### src/rtl/aux_pwm_timer.sv
module aux_pwm_timer (
  input  logic        clk,
  input  logic        rst,
  input  logic        bus_wr,
  input  logic        bus_wide,
  input  logic [5:0]  bus_addr,
  input  logic [31:0] bus_wdata,
  output logic [31:0] bus_rdata,
  output logic        pwm_out
);

  localparam logic [3:0] W_CNT = 4'd0;
  localparam logic [3:0] W_PER = 4'd2;
  localparam logic [3:0] W_CMP = 4'd3;
  localparam logic [3:0] W_PSH = 4'd4;
  localparam logic [3:0] W_CSH = 4'd5;
  localparam logic [3:0] W_CTL = 4'd10;
  localparam int B_RUN   = 4;
  localparam int B_MODE  = 9;
  localparam int B_POLLO = 10;

  logic [31:0] cnt_q, per_q, cmp_q, per_sh_q, cmp_sh_q;
  logic [15:0] ctrl_q;
  logic [31:0] word;

  wire [3:0]  widx    = bus_addr[5:2];
  wire        aligned = ~bus_addr[0] & ~(bus_wide & bus_addr[1]);
  wire        we      = bus_wr & aligned;
  wire [31:0] wmask   = bus_wide ? 32'hFFFF_FFFF : (bus_addr[1] ? 32'hFFFF_0000 : 32'h0000_FFFF);
  wire [31:0] wlane   = bus_wide ? bus_wdata : {2{bus_wdata[15:0]}};
  wire [15:0] ctl_new = bus_wide ? bus_wdata[31:16] : (bus_addr[1] ? bus_wdata[15:0] : ctrl_q);

  wire run  = ctrl_q[B_RUN];
  wire wrap = run && (cnt_q >= per_q);

  wire [31:0] per_m = (per_q & ~wmask) | (wlane & wmask);
  wire [31:0] cmp_m = (cmp_q & ~wmask) | (wlane & wmask);
  wire [31:0] psh_m = (per_sh_q & ~wmask) | (wlane & wmask);
  wire [31:0] csh_m = (cmp_sh_q & ~wmask) | (wlane & wmask);

  always_ff @(posedge clk) begin
    if (rst) begin
      cnt_q    <= '0;
      per_q    <= '0;
      cmp_q    <= '0;
      per_sh_q <= '0;
      cmp_sh_q <= '0;
      ctrl_q   <= '0;
    end else begin
      if (run) cnt_q <= wrap ? '0 : cnt_q + 32'd1;
      if (wrap) begin
        per_q <= per_sh_q;
        cmp_q <= cmp_sh_q;
      end
      if (we) begin
        case (widx)
          W_PER: begin per_q <= per_m; per_sh_q <= per_m; end
          W_CMP: begin cmp_q <= cmp_m; cmp_sh_q <= cmp_m; end
          W_PSH: per_sh_q <= psh_m;
          W_CSH: cmp_sh_q <= csh_m;
          W_CTL: ctrl_q <= ctl_new;
          default: ;
        endcase
      end
    end
  end

  always_comb begin
    case (widx)
      W_CNT:   word = cnt_q;
      W_PER:   word = per_q;
      W_CMP:   word = cmp_q;
      W_PSH:   word = per_sh_q;
      W_CSH:   word = cmp_sh_q;
      W_CTL:   word = {ctrl_q, 16'h0000};
      default: word = '0;
    endcase
    if (!aligned)      bus_rdata = '0;
    else if (bus_wide) bus_rdata = word;
    else               bus_rdata = {16'h0000, bus_addr[1] ? word[31:16] : word[15:0]};
  end

  assign pwm_out = ctrl_q[B_MODE] & ((cnt_q < cmp_q) ^ ctrl_q[B_POLLO]);

endmodule


### config.mk
export PLATFORM = sky130hd
export DESIGN_NAME = aux_pwm_timer
export DESIGN_NICKNAME = d
export VERILOG_FILES = /design/src/rtl/aux_pwm_timer.sv
export SDC_FILE = /design/constraint.sdc
export NUM_CORES = 1
export LEC_CHECK = 0
export BUFFER_PORTS_ARGS = -buffer_cell sky130_fd_sc_hd__buf_2
export CELL_PAD_IN_SITES_DETAIL_PLACEMENT = 0
export CELL_PAD_IN_SITES_GLOBAL_PLACEMENT = 1
export CORE_MARGIN = 4
export CORE_UTILIZATION = 40
export DETAILED_ROUTE_END_ITERATION = 8
export PLACE_DENSITY_LB_ADDON = 0.3
export SKIP_CTS_REPAIR_TIMING = 1
export SLEW_MARGIN = 20
export SYNTH_ARGS = -nofsm -noshare
export SYNTH_HDL_FRONTEND = slang
export SYNTH_SLANG_ARGS = --single-unit
### constraint.sdc
create_clock -name clk -period 2.93 [get_ports clk]
set_clock_uncertainty 0.15 [all_clocks]
set_input_delay 0.293 -clock clk [delete_from_list [all_inputs] [get_ports clk]]
set_output_delay 0.293 -clock clk [all_outputs]
set_load 0.1 [all_outputs]
# Yosys cells after proc, flatten, opt, wreduce, memory -nomap -nowiden
# Index checks and enable logic that the tools add are counted.
# classes
add_sub_neg,1
order_cmp,2
eq_ne,5
n_mux,18
bitwise_logic,17
n_reduce_logical,8
# ops
cell,n
32-bit two-way mux,12
32-bit one-hot mux with 6 select lines,1
32-bit bitwise AND,5
32-bit bitwise OR,4
32-bit one-hot mux with 2 select lines,2
16-bit two-way mux,3
32-bit by 1-bit adder with 32-bit output (second input constant),1
32-bit >= comparator,1
32-bit less-than comparator,1
32-bit NOT,1
4-bit by 2-bit equality test with 1-bit output (second input constant),2
4-bit by 3-bit equality test with 1-bit output (second input constant),2
2-bit nonzero test,3
1-bit bitwise AND,4
4-bit equality test (second input constant),1
4-bit zero test,1
2-bit AND reduction,2
3-bit AND reduction,1
1-bit NOT,2
1-bit logical AND,1
1-bit XOR,1
# word_totals
reg_bits,176
inputBits,42
word_cells,57

# Longest topological paths before layout
# depth
word_depth,7
depth_mapped,11
ltp_nobuf,8

# Worst setup path after synthesis
# Ideal clock, no wire load.
# synth_timing
kind,reg2out
startpoint,reg cmp_q[23]
endpoint,out pwm_out
t_arrival_ns,3.079
required_ns,2.487
path_slack_ns,-0.592
stages_incl_launch_ff,9
path_buffers,0
path_cell_list,dfxtp_1 inv_1 ha_1 a21oi_1 o21ai_0 a221oi_1 o211ai_1 a31oi_1 mux2i_1
# synth_between
elab_chain_len,3
# synth_rtl
item,line,rtl
"start, declared",22,"logic [31:0] cnt_q, per_q, cmp_q, per_sh_q, cmp_sh_q;"
"start signal, assigned",53,cmp_q <= cmp_sh_q;
"start signal, assigned",58,W_CMP: begin cmp_q <= cmp_m; cmp_sh_q <= cmp_m; end
32-bit less-than comparator,83,assign pwm_out = ctrl_q[B_MODE] & ((cnt_q < cmp_q) ^ ctrl_q[B_POLLO]);
1-bit XOR,83,
1-bit bitwise AND,83,
"end, declared",9,output logic pwm_out
# No other way between the ends.

# Worst setup path in the final report
# layout_timing
startpoint,reg cmp_q[30]
endpoint,out pwm_out
# Same word-level chain as after synthesis.

==> results by group <==
Placed design
  • HPWL after DPL: 27900 µm
  • RePlAce Congestion: 0.878
  • # port buffers: 74

Floorplanning
  • IO Pins: 75
  • Die Y: 174 µm
  • Initial core utilization: 0.407
  • FP Rows: 60
  • CORE AREA: 27000 µm²
  • Die footprint: 30100 µm²
  • Chip width: 174 µm

Global routing
  • First-pass GRT wire length: 64500 µm
  • Overflow after GRT: 0
  • Vias in the first global route: 11000
  • Total track usage: 0.268
  • Largest net degree at the start of global routing: 65
  • Initial antenna violation count: 0

Setup path
  • CP Class: reg2out
  • Critical Path End Type: primary output
  • Critical Path RT: 2490 ps
  • Startpoint types: register
  • Crit path arrival time: 2530 ps
  • Largest fanout on the critical path: 4

Drt
  • DR iter-0 viols: 1207
  • Drt pass-1 iters: 6
  • Number of remaining DRC errors: 0
  • Via count: 11700
  • DRT antenna net count: 0
  • Routed WL per cell: 23.5 µm
  • Routed Wire Length: 42600 µm
  • Via density: 6.42

Timing
  • Fin crit period: 2970 ps
  • Fin. Hold Viols: 0
  • Hold_ws: 71.8 ps
  • Setup WS post-layout: -41.4 ps
  • Max Slew Vio Count: 0
  • Endpoints failing setup: 1
  • RSZ-0062 raised after global routing: true
  • Setup TNS: -41.4 ps
  • Headroom to the max-slew limit: 0.472
  • Max Fclk: 337 MHz
  • Tcrit/Tclk final: 1.01
  • Worst-Margin Slew: 788 ps

Run status
  • Violated checks: setup timing
  • Status: finished, violations left

Clock tree
  • Worst-path clk slew: 70 ps
  • Sink Count: 176
  • H-Tree Level Count: 4
  • Clock insertion delay at the later pin of the skew report: 440 ps
  • Num CTS Buffers: 17
  • Clock buffer depth: 2
  • CTS tree: done
  • Root buf cell: clkbuf_16

Logic synthesis
  • Distinct cells, synth: 48
  • #FFs+latches synth: 176
  • Register area share after synthesis: 0.321
  • Post-synthesis cell area: 11000 µm²
  • Post-synth EDFFs: 0
  • Synthesized area per cell: 7.79 µm²
  • Synthesized netlist cell count: 1408
  • Ys async rst share: 0
  • Syn_nets: 1514
  • Synth warn: 0
  • Ys flop type: dfxtp_1

Finish
  • Multi-input gate area: 7030 µm²
  • Layout cells sized above 1: 0.226
  • Fillers: 2592
  • Area Overhead vs Synth: 24.6%
  • Register area: 3610 µm²
  • Antenna fix cells: 0
  • Post-layout util: 0.507
  • Fin nets: 1569

Power and ir drop
  • Total power draw: 5380 µW
  • VDD IR max: 0.404 mV
  • Static leakage: 0.00468 µW
  • Power Dens Cells: 394 nW/µm²

Min path
  • Worst Hold Class: in2reg

Flow run
  • Max Cap Viol: 0
==> layout make-up <==
type,instances,area share
multi-input combinational,1040,0.515
clock inverter,13,0.0111
inverter,66,0.0181
clock buffer,18,0.0322
timing repair buffer,162,0.128
sequential,176,0.264
tap,341,0.0312
==> layer usage <==
layer  up-vias  track usage  wire length (µm)
met5         -            0                 0
met3       100       0.0517              3390
met1      5604        0.354             17800
met2       568        0.438             20000
li1       5378            -                 -
met4         0       0.0993              1470
==> report_power, final <==
group / total, µW / switching [µW] / internal [µW]
Combinational: 562 / 375 / 186
Sequential: 2430 / 27.3 / 2400
Clock: 2380 / 1090 / 1290
Total: 5380 / 1490 / 3880
==> placed cells by master, fill, tap and decap left out, types with 3 or more instances in the layout <==
cell type / Yosys / layout
nand2_1: 119 / 119
inv_1: 65 / 53
a31oi_1: 33 / 32
nor2_2: 0 / 17
clkbuf_16: 0 / 17
a22o_1: 16 / 16
ha_4: 0 / 15
a222oi_1: 16 / 16
a21oi_2: 4 / 9
inv_6: 0 / 3
dfxtp_4: 0 / 18
inv_2: 1 / 13
dfxtp_1: 176 / 144
and4_1: 4 / 4
xnor2_1: 13 / 13
nor3_2: 3 / 3
buf_4: 2 / 71
nand3_1: 58 / 57
a311oi_1: 64 / 64
clkinv_4: 0 / 3
a211oi_1: 80 / 80
a21oi_1: 125 / 120
and3_1: 25 / 23
buf_12: 0 / 51
a31o_2: 32 / 32
o21ai_0: 80 / 75
o211ai_1: 5 / 5
mux2i_1: 18 / 17
a22oi_1: 65 / 65
dfxtp_2: 0 / 14
clkinvlp_4: 0 / 3
nor2_1: 152 / 135
o21ai_1: 0 / 3
xor2_1: 18 / 18
buf_2: 34 / 40
ha_1: 64 / 49
nand4_1: 17 / 17
==> worst paths after layout <==
check | end | slack, ps | cells past startpoint | from
worst min register to register | cmp_q[3]$_SDFF_PP0_ | 330 | 2 | register
worst max-delay path | pwm_out | -40 | 9 | cmp_q[30]$_SDFF_PP0_
worst max register to register | cnt_q[21]$_SDFFE_PP0P_ | 290 | 10 | per_q[15]$_SDFF_PP0_
worst min-delay path | ctrl_q[12]$_SDFFE_PP0P_ | 70 | 3 | bus_wdata[28]
==> cells by family (layout without fill, tap and decap cells) <==
| kind of cell | Yosys count | after routing | synth area share |
|---|---|---|---|
| buf+inv | 192 | 259 | 0.0704 |
| compound gates | 527 | 527 | 0.328 |
| simple gates | 400 | 400 | 0.166 |
| flops | 176 | 176 | 0.321 |
| mux | 18 | 18 | 0.0164 |
| xor+xnor | 31 | 31 | 0.0248 |
| fa+ha+maj | 64 | 64 | 0.0730 |
==> cells in the mapped netlist, types with 2 or more instances <==
cell type	n	area, µm²
nor2b_1	2	12.5
nand4_1	17	106
a22o_1	16	140
o21ai_0	80	400
a221oi_1	2	17.5
a22oi_1	65	488
nor4b_4	2	47.6
ha_1	64	801
inv_1	65	244
nor3_1	4	20.0
a311oi_1	64	561
a31o_2	32	280
nand2_1	119	447
nor3_2	3	30.0
a211oi_1	80	601
clkbuf_1	81	304
nand2b_1	2	12.5
nor4_1	4	25.0
dfxtp_1	176	3520
a21oi_1	125	626
nor2_1	152	571
xnor2_1	13	114
nand3_1	58	290
buf_2	34	170
a31oi_1	33	206
buf_4	2	15.0
and4_1	4	35.0
buf_1	8	30.0
xor2_1	18	158
o211ai_1	5	37.5
a21oi_2	4	35.0
and3_1	25	156
mux2i_1	18	180
a222oi_1	16	160
nor3b_1	2	15.0
==> through the flow <==
step                      cell area [µm²]  std cells  worst slack, ps
after CTS                           13200       1798             -419
final                               13700       1816            -41.4
after detailed placement            12600       1767             53.0
after global routing                13700       1816             -163
after floorplan                     11000       1408             -103
after global placement              12600       1767             99.6
==> critical path, stage by stage, from the launching register on <==
cell and delay, ps:
dfxtp_4 370, inv_2 40, ha_4 260, nand4_1 220
nor4_4 370, nand2_1 90, o211ai_1 140, a31oi_2 80
mux2i_2 290, buf_12 210
(Power assumes the default switching activity.)
